File: src/rtl/rxr_pkg.sv
package rxr_pkg;
  localparam int LEN_W = 15;

  typedef enum logic [1:0] {SEL_ST, SEL_CTL, SEL_BUF, SEL_DATA} addrSel_e;

  typedef struct packed {
    logic     start;
    logic     capCtl;
    logic     capBuf;
    logic     accept;
    logic     wrDone;
    logic     advance;
    logic     missInc;
    addrSel_e addrSel;
  } ctlStrobe_t;

  typedef struct packed {
    logic ownBit;
    logic fits;
    logic laneFull;
    logic pend;
    logic lastSeen;
  } dpStatus_t;
endpackage

File: src/rtl/rxr_ctl.sv
module rxr_ctl
  import rxr_pkg::*;
(
  input  logic       clk,
  input  logic       rstN,
  input  logic       inValid,
  input  logic       inLast,
  output logic       inReady,
  input  logic       memAck,
  output logic       memReq,
  output logic       memWrite,
  input  dpStatus_t  dpSt,
  output ctlStrobe_t cs
);
  typedef enum logic [2:0] {IDLE, RD_ST, RD_CTL, RD_BUF, RECV, WR_DATA, WR_ST, DROP} state_e;
  state_e state, nxt;

  always_ff @(posedge clk) begin
    if (!rstN) state <= IDLE;
    else       state <= nxt;
  end

  always_comb begin
    nxt      = state;
    cs       = '0;
    cs.addrSel = SEL_ST;
    inReady  = 1'b0;
    memReq   = 1'b0;
    memWrite = 1'b0;
    case (state)
      IDLE: if (inValid) begin cs.start = 1'b1; nxt = RD_ST; end
      RD_ST: begin
        memReq = 1'b1;
        if (memAck) begin
          cs.missInc = !dpSt.ownBit;
          nxt = dpSt.ownBit ? RD_CTL : DROP;
        end
      end
      RD_CTL: begin
        memReq = 1'b1; cs.addrSel = SEL_CTL;
        if (memAck) begin cs.capCtl = 1'b1; nxt = RD_BUF; end
      end
      RD_BUF: begin
        memReq = 1'b1; cs.addrSel = SEL_BUF;
        if (memAck) begin cs.capBuf = 1'b1; nxt = RECV; end
      end
      RECV: begin
        inReady = 1'b1;
        if (inValid) begin
          cs.accept = 1'b1;
          if (dpSt.fits && dpSt.laneFull) nxt = WR_DATA;
          else if (inLast) nxt = (dpSt.pend || dpSt.fits) ? WR_DATA : WR_ST;
        end
      end
      WR_DATA: begin
        memReq = 1'b1; memWrite = 1'b1; cs.addrSel = SEL_DATA;
        if (memAck) begin cs.wrDone = 1'b1; nxt = dpSt.lastSeen ? WR_ST : RECV; end
      end
      WR_ST: begin
        memReq = 1'b1; memWrite = 1'b1;
        if (memAck) begin cs.advance = 1'b1; nxt = IDLE; end
      end
      DROP: begin
        inReady = 1'b1;
        if (inValid && inLast) nxt = IDLE;
      end
      default: nxt = IDLE;
    endcase
  end


  req_hold_chk: assert property (@(posedge clk) disable iff (!rstN)
    memReq && !memAck |=> memReq && $stable(memWrite));


  no_accept_during_access_chk: assert property (@(posedge clk) disable iff (!rstN)
    memReq |-> !inReady);
endmodule

File: src/rtl/rxr_dp.sv
module rxr_dp
  import rxr_pkg::*;
#(
  parameter int AW     = 32,
  parameter int SIZE_W = 11,
  parameter int MISS_W = 8
) (
  input  logic              clk,
  input  logic              rstN,
  input  logic              baseWe,
  input  logic [AW-1:0]     baseIn,
  input  logic [7:0]        inByte,
  input  logic              inLast,
  input  logic              inErr,
  input  logic [31:0]       memRdata,
  input  ctlStrobe_t        cs,
  output dpStatus_t         dpSt,
  output logic [AW-1:0]     memAddr,
  output logic [31:0]       memWdata,
  output logic [MISS_W-1:0] missCount
);
  localparam logic [AW-1:0] DESC_STRIDE = AW'(16);
  localparam int RING_END_BIT = 25;
  localparam int OWN_BIT      = 31;

  logic [AW-1:0]     ringBase, descAddr, bufAddr;
  logic [SIZE_W-1:0] bufSize;
  logic              ringEnd, trunc, frameErr, pend, lastSeen;
  logic [LEN_W-1:0]  storedCnt, lastIdx;
  logic [31:0]       wordBuf, statusWord;
  logic [1:0]        lane;

  assign lane          = storedCnt[1:0];
  assign lastIdx       = storedCnt - LEN_W'(1);
  assign dpSt.ownBit   = memRdata[OWN_BIT];
  assign dpSt.fits     = storedCnt < LEN_W'(bufSize);
  assign dpSt.laneFull = (lane == 2'd3);
  assign dpSt.pend     = pend;
  assign dpSt.lastSeen = lastSeen;

  assign statusWord = {1'b0, storedCnt, trunc | frameErr, 6'b0, 1'b1, 8'b0};

  always_comb begin
    case (cs.addrSel)
      SEL_CTL:  memAddr = descAddr + AW'(4);
      SEL_BUF:  memAddr = descAddr + AW'(8);
      SEL_DATA: memAddr = bufAddr + AW'({lastIdx[LEN_W-1:2], 2'b00});
      default:  memAddr = descAddr;
    endcase
    memWdata = (cs.addrSel == SEL_DATA) ? wordBuf : statusWord;
  end

  always_ff @(posedge clk) begin
    if (!rstN) begin
      ringBase <= '0; descAddr <= '0; bufAddr <= '0; bufSize <= '0;
      ringEnd <= 1'b0; trunc <= 1'b0; frameErr <= 1'b0; pend <= 1'b0;
      lastSeen <= 1'b0; storedCnt <= '0; wordBuf <= '0; missCount <= '0;
    end else begin
      if (baseWe) begin
        ringBase <= baseIn;
        descAddr <= baseIn;
      end else if (cs.advance) begin
        descAddr <= ringEnd ? ringBase : descAddr + DESC_STRIDE;
      end
      if (cs.start) begin
        storedCnt <= '0; trunc <= 1'b0; frameErr <= 1'b0;
        pend <= 1'b0; lastSeen <= 1'b0;
      end
      if (cs.capCtl) begin
        bufSize <= memRdata[SIZE_W-1:0];
        ringEnd <= memRdata[RING_END_BIT];
      end
      if (cs.capBuf) bufAddr <= memRdata[AW-1:0];
      if (cs.accept) begin
        if (inLast) begin
          lastSeen <= 1'b1;
          frameErr <= inErr;
        end
        if (dpSt.fits) begin
          if (lane == 2'd0) wordBuf <= {24'b0, inByte};
          else              wordBuf[8*lane +: 8] <= inByte;
          storedCnt <= storedCnt + LEN_W'(1);
          pend      <= 1'b1;
        end else begin
          trunc <= 1'b1;
        end
      end
      if (cs.wrDone) pend <= 1'b0;
      if (cs.missInc) missCount <= missCount + MISS_W'(1);
    end
  end


  stored_within_size_chk: assert property (@(posedge clk) disable iff (!rstN)
    storedCnt <= LEN_W'(bufSize) || storedCnt == '0);


  ring_wrap_chk: assert property (@(posedge clk) disable iff (!rstN)
    cs.advance && ringEnd && !baseWe |=> descAddr == $past(ringBase));


  ring_step_chk: assert property (@(posedge clk) disable iff (!rstN)
    cs.advance && !ringEnd && !baseWe |=> descAddr == $past(descAddr) + DESC_STRIDE);


  miss_step_chk: assert property (@(posedge clk) disable iff (!rstN)
    cs.missInc |=> missCount == $past(missCount) + MISS_W'(1) && $stable(descAddr));
endmodule

File: src/rtl/rxRingWriter.sv
module rxRingWriter
  import rxr_pkg::*;
#(
  parameter int AW     = 32,
  parameter int SIZE_W = 11,
  parameter int MISS_W = 8
) (
  input  logic              clk,
  input  logic              rstN,
  input  logic              baseWe,
  input  logic [AW-1:0]     baseIn,
  input  logic              inValid,
  input  logic [7:0]        inByte,
  input  logic              inLast,
  input  logic              inErr,
  output logic              inReady,
  output logic              memReq,
  output logic              memWrite,
  output logic [AW-1:0]     memAddr,
  output logic [31:0]       memWdata,
  input  logic              memAck,
  input  logic [31:0]       memRdata,
  output logic [MISS_W-1:0] missCount
);
  ctlStrobe_t cs;
  dpStatus_t  dpSt;

  rxr_ctl i_ctl (
    .clk(clk), .rstN(rstN), .inValid(inValid), .inLast(inLast), .inReady(inReady),
    .memAck(memAck), .memReq(memReq), .memWrite(memWrite), .dpSt(dpSt), .cs(cs)
  );

  rxr_dp #(.AW(AW), .SIZE_W(SIZE_W), .MISS_W(MISS_W)) i_dp (
    .clk(clk), .rstN(rstN), .baseWe(baseWe), .baseIn(baseIn), .inByte(inByte),
    .inLast(inLast), .inErr(inErr), .memRdata(memRdata), .cs(cs), .dpSt(dpSt),
    .memAddr(memAddr), .memWdata(memWdata), .missCount(missCount)
  );


  addr_data_hold_chk: assert property (@(posedge clk) disable iff (!rstN)
    memReq && !memAck |=> $stable(memAddr) && $stable(memWdata));


  aligned_access_chk: assert property (@(posedge clk) disable iff (!rstN)
    memReq |-> memAddr[1:0] == 2'b00);
endmodule

File: config.mk
export PLATFORM = sky130hd
export DESIGN_NAME = rxRingWriter
export DESIGN_NICKNAME = d
export VERILOG_FILES = /design/src/rtl/rxr_pkg.sv /design/src/rtl/rxr_ctl.sv /design/src/rtl/rxr_dp.sv /design/src/rtl/rxRingWriter.sv
export SDC_FILE = /design/constraint.sdc
export NUM_CORES = 1
export LEC_CHECK = 0
export BUFFER_PORTS_ARGS = -buffer_cell sky130_fd_sc_hd__buf_4
export CAP_MARGIN = 20
export CORE_MARGIN = 3
export CORE_UTILIZATION = 55
export DETAILED_ROUTE_END_ITERATION = 16
export GPL_TIMING_DRIVEN = 0
export PLACE_DENSITY = 0.77
export SLEW_MARGIN = 20
export SYNTH_ARGS = -nofsm -noshare
export SYNTH_HDL_FRONTEND = slang
export SYNTH_SLANG_ARGS = --single-unit
File: constraint.sdc
create_clock -name clk -period 5.2 [get_ports clk]
set_input_delay 1.04 -clock clk [delete_from_list [all_inputs] [get_ports clk]]
set_output_delay 1.04 -clock clk [all_outputs]
set_load 0.03 [all_outputs]
After elaboration in Yosys (flattened, before gate mapping)
Index checks and enable logic that the tools add are counted.
{"block": "word_totals", "register_bits": 170, "word_cells": 109, "out_inout_bits": 75}
{"block": "classes", "bitwise_logic": 2, "n_lt_le_gt_ge": 1, "eq_ne": 20, "n_mux": 50, "shifts": 2, "addsub": 8, "n_reduce_logical": 13}
{"op": "$mux 32", "count": 5}
{"op": "$pmux 32 s3", "count": 1}
{"op": "$mux 15", "count": 3}
{"op": "$neg 5->34", "count": 1}
{"op": "$shift 8x34->32 const A", "count": 1}
{"op": "$shiftx 8x34->32", "count": 1}
{"op": "$mux 3", "count": 11}
{"op": "$add 32x15->32", "count": 1}
{"op": "$add 32x3->32 const B", "count": 1}
{"op": "$add 32x4->32 const B", "count": 1}
{"op": "$add 32x5->32 const B", "count": 1}
{"op": "$bwmux 32", "count": 1}
{"op": "$mux 1", "count": 25}
{"op": "$pmux 3 s8", "count": 1}
{"op": "$add 15x1->15 const B", "count": 1}
{"op": "$lt 15x11->1", "count": 1}
{"op": "$sub 15x1->15 const B", "count": 1}
{"op": "$ne 2x2->1 const B", "count": 7}
{"op": "$eq 3x3->1 const B", "count": 4}
{"op": "$reduce_and 9->1", "count": 1}
{"op": "$add 8x1->8 const B", "count": 1}
{"op": "$eq 2x2->1 const B", "count": 3}
{"op": "$eq 3x2->1 const B", "count": 2}
{"op": "$pmux 2 s3", "count": 1}
{"op": "other kinds (16)", "count": 20}

Logic depth before layout (Yosys ltp)
Gate-level depths: netlist of the first run.
{"block": "depth", "ltp_word": 7, "ltp_mapped": 16, "depth_no_buf": 15}

By module
A second synthesis of the first run with hierarchy kept.
{"block": "hier_totals", "cells_unflattened": 1382, "hier_area_um2": 10608.9}
{"module": "rxr_dp", "cells_each": 1332, "instances": 1, "seq_area_each_um2": 3343.2, "area_per_inst_um2": 10272.4}
{"module": "rxr_ctl", "cells_each": 50, "instances": 1, "seq_area_each_um2": 60.1, "area_per_inst_um2": 336.6}

Least setup slack after synthesis of the first run
Ideal clock, no wire load.
{"block": "synth_timing", "kind": "register to output", "startpoint": "register i_dp.storedCnt[0]", "endpoint": "output port memAddr[29]", "required_ns": 4.160, "t_arrival_ns": 3.897, "setup_slack_ns": 0.263, "n_path_buf": 1, "stages_incl_launch_ff": 17, "path_cell_list": "dfxtp_1 > clkinv_1 > ha_1 > nand3_1 > nor3_1 > nand2b_1 > or2_2 > xnor2_1 > ha_1 > clkbuf_1 > nand4_1 > nor4_1 > nor2_1 > a41o_1 > nor4_1 > xnor2_1 > o21ai_0"}
{"block": "synth_between", "elab_chain_len": 3}
{"element": "from (decl)", "line": "rxr_dp.sv:29", "text": "logic [LEN_W-1:0] storedCnt, lastIdx;"}
{"element": "from (signal assigned)", "line": "rxr_dp.sv:82", "text": "storedCnt <= storedCnt + LEN_W'(1);"}
{"element": "$sub 15x1->15", "line": "rxr_dp.sv:34", "text": "assign lastIdx = storedCnt - LEN_W'(1);"}
{"element": "$add 32x15->32", "line": "rxr_dp.sv:47", "text": "SEL_DATA: memAddr = bufAddr + AW'({lastIdx[LEN_W-1:2], 2'b00});"}
{"element": "$pmux 32 s3", "line": "rxr_dp.sv:44", "text": "case (cs.addrSel)"}
{"element": "to (decl)", "line": "rxRingWriter.sv:19", "text": "output logic [AW-1:0] memAddr,"}
No other way between the ends.

Final worst setup path of the first run
{"block": "layout_timing", "startpoint": "register i_dp.storedCnt[0]", "endpoint": "output port memAddr[31]"}
Same word-level chain as after synthesis.

==> results of run 1 <==
## synthesized netlist by cell type, types with 13 or more instances
| library cell | count |
|---|---|
| and2_1 | 13 |
| mux2i_1 | 47 |
| a22oi_1 | 15 |
| o21ai_0 | 102 |
| a31oi_1 | 23 |
| a22o_1 | 13 |
| clkbuf_1 | 87 |
| xnor2_1 | 37 |
| xor2_1 | 28 |
| dfxtp_1 | 170 |
| inv_1 | 34 |
| a21oi_1 | 146 |
| nand2_1 | 255 |
| and3_1 | 36 |
| nor2_1 | 146 |
| nand3_1 | 63 |
| ha_1 | 36 |
| nand4_1 | 16 |
| nor3_1 | 29 |
## worst max-delay path by stage
stage | from | end | slack, ps | depth (start not counted)
floorplan | i_dp.storedCnt[0]$_SDFF_PN0_ | memAddr[29] | 260 | 16
global placement | i_dp.storedCnt[2]$_SDFF_PN0_ | memAddr[30] | -310 | 16
detailed placement | i_dp.storedCnt[2]$_SDFF_PN0_ | memAddr[30] | -300 | 16
CTS | i_dp.storedCnt[0]$_SDFF_PN0_ | memAddr[27] | -20 | 16
global route | i_dp.storedCnt[5]$_SDFF_PN0_ | memAddr[30] | -30 | 14
finish | i_dp.storedCnt[0]$_SDFF_PN0_ | memAddr[31] | 80 | 16
## cells by family after synthesis
logic type | Yosys count | synth area share
adder cells (fa/ha/maj) | 37 | 0.0445
multiplexers | 47 | 0.0445
AO/OA/AOI/OAI | 372 | 0.208
AND/OR/NAND/NOR | 625 | 0.273
buffers and inverters | 143 | 0.0533
XOR/XNOR | 65 | 0.0539
flip-flops | 170 | 0.322
## power groups by stage
stage / clock network [mW] / logic [mW] / registers, mW
after floorplan: 0 / 0.884 / 1.44
after CTS: 1.34 / 1.35 / 1.43
after detailed placement: 0 / 1.32 / 1.46
final: 1.33 / 1.40 / 1.44
after global routing: 1.39 / 1.51 / 1.44
after global placement: 0 / 1.31 / 1.46
## registers in the layout, summed over array words and instances, names as in the netlist
| signal | cells |
|---|---|
| i_ctl.state | 3 |
| i_dp.bufAddr | 32 |
| i_dp.bufSize | 11 |
| i_dp.descAddr | 32 |
| i_dp.frameErr | 1 |
| i_dp.lastSeen | 1 |
| i_dp.missCount | 8 |
| i_dp.pend | 1 |
| i_dp.ringBase | 32 |
| i_dp.ringEnd | 1 |
| i_dp.storedCnt | 15 |
| i_dp.trunc | 1 |
| i_dp.wordBuf | 32 |
## worst min-delay path: stages (launching register included)
cell and delay [ps]:
dfxtp_1 310, nand2_1 50, a21oi_1 50
## area by class of cell
cell class              count  area share
flip-flops and latches    170       0.266
clock inverters            15      0.0141
inverters                  37      0.0114
multi-input cells        1146       0.527
repair buffers            161      0.0941
plain buffers             101      0.0316
well taps                 234      0.0228
clock buffers              17      0.0331
## stage by stage
| step | std cells | area (sq um) | power (mW) | setup TNS (ps) |
|---|---|---|---|---|
| final | 1881 | 12800 | 4.17 | 0 |
| after global routing | 1881 | 12800 | 4.34 | -56.9 |
| after CTS | 1881 | 12700 | 4.12 | -21.4 |
| after detailed placement | 1845 | 12000 | 2.79 | -1650 |
| after global placement | 1845 | 12000 | 2.77 | -1290 |
| after floorplan | 1459 | 10600 | 2.33 | 0 |
## cells in the final DEF, fill, tap and decap left out, drive strengths merged, types with 5 or more instances in the layout
| cell type | Yosys | layout |
|---|---|---|
| nor3 | 30 | 30 |
| nand4 | 17 | 17 |
| dfxtp | 170 | 170 |
| buf | 16 | 177 |
| o21ai | 104 | 104 |
| a211oi | 10 | 10 |
| a31oi | 23 | 23 |
| nor2b | 10 | 10 |
| and3 | 36 | 36 |
| nand2b | 10 | 10 |
| nor2 | 147 | 147 |
| mux2i | 47 | 47 |
| o22ai | 10 | 10 |
| xnor2 | 37 | 37 |
| xor2 | 28 | 28 |
| clkinv | 3 | 10 |
| inv | 34 | 40 |
| a21o | 6 | 6 |
| a22oi | 15 | 15 |
| clkbuf | 90 | 102 |
| a22o | 13 | 13 |
| or3 | 7 | 7 |
| and2 | 13 | 13 |
| o211ai | 9 | 9 |
| nand2 | 255 | 255 |
| nor4 | 9 | 9 |
| or2 | 6 | 6 |
| or4 | 5 | 5 |
| nand3 | 64 | 64 |
| a21oi | 146 | 146 |
| ha | 36 | 36 |
## per-layer routing
layer | global-route usage | share of wire | vias to the layer above
met1 | 0.448 | 0.42 | 5480
met3 | 0.0688 | 0.083 | 96
li1 | - | - | 5454
met5 | 0 | 0 | -
met4 | 0.131 | 0.037 | 0
met2 | 0.570 | 0.46 | 611
## repair_timing
action,CTS,global route
setup buffers,7,2
setup endpoints to repair,21,19
pin swaps,5,9
gates cloned,0,0
resized for setup,17,26
==> metrics.csv, run 1 <==
metric,value,unit
status,"complete, no violations",
Slew @ Worst Pin,971,ps
pre-CTS setup slack,-296,ps
I/O Buffers,152,
Tmin final,5120,ps
TritonCTS Sinks,170,
setup ws final,83.6,ps
clk buf depth,2,
vias in the first global route,10800,
Layout area overhead,21.6,%
combinational share of power,0.336,
"slowest stage delay, CP",400,ps
Worst EP arrival,4080,ps
first-pass GRT wire length,56.5,mm
Yosys warning count,0,
post-synth top area cell,dfxtp_1,
period utilisation layout,0.984,
critical path's slowest cell,dfxtp_4,
Final Slew Violations,0,
clk root buf,clkbuf_16,
Die X,145,um
P_sw,1.64,mW
hold path cells,2,
Avg Synthesized Cell Area,7.24,sq um
clock skew,12.8,ps
initial antenna violation count,0,
WL final,37.4,mm
main flop type after synthesis,dfxtp_1,
CP required,4160,ps
Final Hold Viols,0,
r2r worst-path depth,8,
CTS tree,done,
crit-path cells,"clkinv_4, ha_4, nand3_1, nor3_2, nand2b_1, or2_2, nor3_2, xnor2_2, ha_4, nand2_1, and2_1, nor4_2, o21ai_1, xnor2_1, a221o_1, buf_4",
cells after synthesis,1459,
r2r startpoint,i_dp.descAddr[4]$_SDFFE_PN0P_,
# diodes,0,
hold buffers post-CTS,0,
clk slew on worst S/H paths,80,ps
Routed Antenna Nets,0,
Internal Pwr Total,2.53,mW
Max-slew headroom,0.344,
CP Capture Type,output port,
Sequential Power Share,0.344,
initial core utilization,0.563,
die area,20900,sq um
hold_ws,458,ps
Crit path max-delay family,simple AND/OR/NAND/NOR gates,
routed vias,11600,
placer congestion estimate,0.966,
Hold Crit Class,reg -> reg,
grt ovf,0,
H-Tree Depth,4,
Synth Net Count,1575,
Storage cell area,3410,sq um
largest net degree at the start of global routing,19,
initial DRC count,1265,
Vias per Instance,6.19,
count of different cell masters after synthesis,75,
maximum capacitance violations,0,
DR WL/cell,19.9,um
Mapped Area,10600,sq um
Post-synth ARST share,0,
Max IR drop VDD,0.000251,V
clk_lat worst skew,440,ps
share of the synthesized area in the top cell type,0.322,
fillers,1627,
total track usage,0.346,
HPWL after DPL,28.3,mm
Pwr Density,325,nW/um^2
I/O pin total,154,
Critical Path Fanout Max,9,
FF-to-FF End,i_dp.descAddr[18]$_SDFFE_PN0P_,
Synth Register Bits,170,
Hold Path Sink,i_dp.wordBuf[2]$_SDFFE_PN0P_,
sw frac,0.393,
multi-input combinational cell area,6770,sq um
die height,145,um
TritonRoute pass-1 iters,7,
R2R setup slack,2290,ps
CTS Buf Count,17,
hold path startpoint,i_dp.wordBuf[2]$_SDFFE_PN0P_,
leakage power,5.13,nW
CP Buf/Inv Count,2,
Core Area,18800,sq um
num rows,50,
Peak Freq,0.195,GHz
DRC violations left,0,
critical path type,reg -> out,
largest cells by area after synthesis,"dfxtp_1 (32%), nand2_1 (9.1%), a21oi_1 (6.9%)",
"Seq/Total Area, Yosys",0.322,
Final setup viols,0,
post-layout util,0.684,
nets,1750,
critical path launch point type,register,
"EDFF count, synth",0,
share of cells above drive strength 1,0.155,
clock share of power,0.320,
Note: power is estimated with default switching activity, not from simulation.
==> inputs of run 2 (changes only) <==
--- a/config.mk
+++ b/config.mk
@@ -8,10 +8,8 @@
 export BUFFER_PORTS_ARGS = -buffer_cell sky130_fd_sc_hd__buf_4
 export CAP_MARGIN = 20
 export CORE_MARGIN = 3
-export CORE_UTILIZATION = 55
+export CORE_UTILIZATION = 40
 export DETAILED_ROUTE_END_ITERATION = 16
-export GPL_TIMING_DRIVEN = 0
-export PLACE_DENSITY = 0.77
 export SLEW_MARGIN = 20
 export SYNTH_ARGS = -nofsm -noshare
 export SYNTH_HDL_FRONTEND = slang
==> run 2 against run 1 <==
Worst hold slack worse by 5.5 ps. Global-route usage fell by 10 points. Via count fell by 7.2%. Core utilization decreased by 19 points. Cell count rose by 0.80%. Critical path depth is 1 lower. Design area down 1.9%. Maximum frequency grew 0.42%. Clock power down 5%. Die area rose by 36%.
==> metrics.csv, run 2 (synthesis gave the netlist of run 1 again) <==
metric,value,unit
Final Slew Violations,0,
# diodes,0,
TritonRoute pass-1 iters,5,
Pwr Density,321,nW/um^2
"commonest non-fill, non-tap cells in the layout","nand2_1 (254), buf_4 (182), dfxtp_1 (170), a21oi_1 (146), nor2_1 (143)",
initial core utilization,0.413,
Fin Setup TNS,0,ps
FF-to-FF End,i_dp.wordBuf[11]$_SDFFE_PN0P_,
die height,169,um
CP required,4160,ps
maximum capacitance violations,0,
clk root buf,clkbuf_16,
Peak Freq,0.196,GHz
TritonCTS Sinks,170,
Hold Crit Class,reg -> reg,
critical path launch point type,register,
hold path startpoint,i_dp.wordBuf[1]$_SDFFE_PN0P_,
hold buffers post-CTS,0,
CTS tree,done,
H-Tree Depth,4,
Critical Path Fanout Max,7,
nets,1670,
die area,28400,sq um
I/O Buffers,153,
placer congestion estimate,0.949,
Final Cell Area,12600,sq um
Vias per Instance,5.70,
HPWL after DPL,25.8,mm
clock skew,13.0,ps
vias in the first global route,10100,
CTS Buf Count,17,
Max IR drop VDD,0.000230,V
CP Capture Type,output port,
Final Hold Viols,0,
Final setup viols,0,
clk slew on worst S/H paths,70,ps
hold path cells,2,
clk buf depth,2,
period utilisation layout,0.980,
WL final,35.5,mm
Max-slew headroom,0.367,
Routed Antenna Nets,0,
Hold Path Sink,i_dp.wordBuf[1]$_SDFFE_PN0P_,
I/O pin total,154,
routed vias,10800,
Die X,169,um
"commonest non-fill, non-tap cell in the layout",nand2_1,
fillers,2577,
status,"complete, no violations",
r2r startpoint,i_ctl.state[0]$_SDFFE_PN0P_,
post-placement cell area,11900,sq um
total track usage,0.241,
grt ovf,0,
Core Area,25500,sq um
share of cells above drive strength 1,0.159,
DRC violations left,0,
Worst EP arrival,4060,ps
initial antenna violation count,0,
num rows,58,
clk_lat worst skew,440,ps
largest net degree at the start of global routing,54,
critical path type,reg -> out,
R2R setup slack,2210,ps
initial DRC count,941,
Slew @ Worst Pin,947,ps
DR WL/cell,18.7,um
Tmin final,5100,ps
r2r worst-path depth,8,
first-pass GRT wire length,55.5,mm
leakage power,5.03,nW
Layout area overhead,19.2,%
-- run 2: repair_timing --
item | in CTS | in global routing
setup buffers | 0 | 5
pin swaps | 0 | 9
endpoints found under the setup margin | 12 | 15
gates resized for setup | 8 | 12
-- run 2: per-layer routing --
layer | vias to the layer above | wire length, um | track usage
met5 | - | 0 | 0
met4 | 0 | 760 | 0.0651
met2 | 414 | 16300 | 0.390
met1 | 5034 | 15900 | 0.330
met3 | 63 | 2520 | 0.0490
li1 | 5297 | - | -
-- run 2: critical path, stage by stage (launching register included) --
cell and delay, ps:
dfxtp_1 410, nor2_4 190, nand4_1 190, or4_4 490, nor3_1 240, xnor2_1 120, ha_2 430, o21a_1 150
o21ai_0 110, a22oi_2 250, nand3_2 180, buf_4 190, nor3_1 160, a21oi_1 60, o211ai_1 220, buf_4 200
-- run 2: worst max path at each step --
stage / cells after the start / slack [ps] / startpoint / endpoint
after floorplan: 16 / 260 / i_dp.storedCnt[0]$_SDFF_PN0_ / memAddr[29]
after global placement: 14 / 360 / i_dp.storedCnt[3]$_SDFF_PN0_ / memAddr[30]
after detailed placement: 14 / 240 / i_dp.storedCnt[3]$_SDFF_PN0_ / memAddr[30]
after CTS: 14 / 20 / i_dp.storedCnt[3]$_SDFF_PN0_ / memAddr[30]
after global routing: 15 / -50 / i_dp.storedCnt[3]$_SDFF_PN0_ / memAddr[28]
final: 15 / 100 / i_dp.storedCnt[3]$_SDFF_PN0_ / memAddr[28]
-- run 2: metrics by stage --
stage           util  instances  power, mW  worst slack (ps)  hold slack, ps
4_1_cts        0.489       1891       4.02              20.3             454
6_report       0.493       1896       4.04               105             453
2_1_floorplan      -       1459       2.33               263             427
3_3_place_gp   0.466       1860       2.75               358             435
3_5_place_dp   0.466       1860       2.75               238             443
5_1_grt        0.493       1896       4.23             -53.2             465
-- run 2: power by group --
part	switching, mW	internal [mW]
Combinational	0.828	0.451
Sequential	0.119	1.37
Clock	0.586	0.680
Total	1.53	2.50
-- run 2: layout make-up --
type / count / area, sq um / area share
Tap cell: 330 / 413 / 0.0328
Clock inverter: 11 / 113 / 0.00894
Timing Repair Buffer: 182 / 1370 / 0.109
Multi-Input combinational cell: 1146 / 6710 / 0.533
Inverter: 37 / 141 / 0.0112
Sequential cell: 170 / 3400 / 0.270
Clock buffer: 20 / 447 / 0.0355
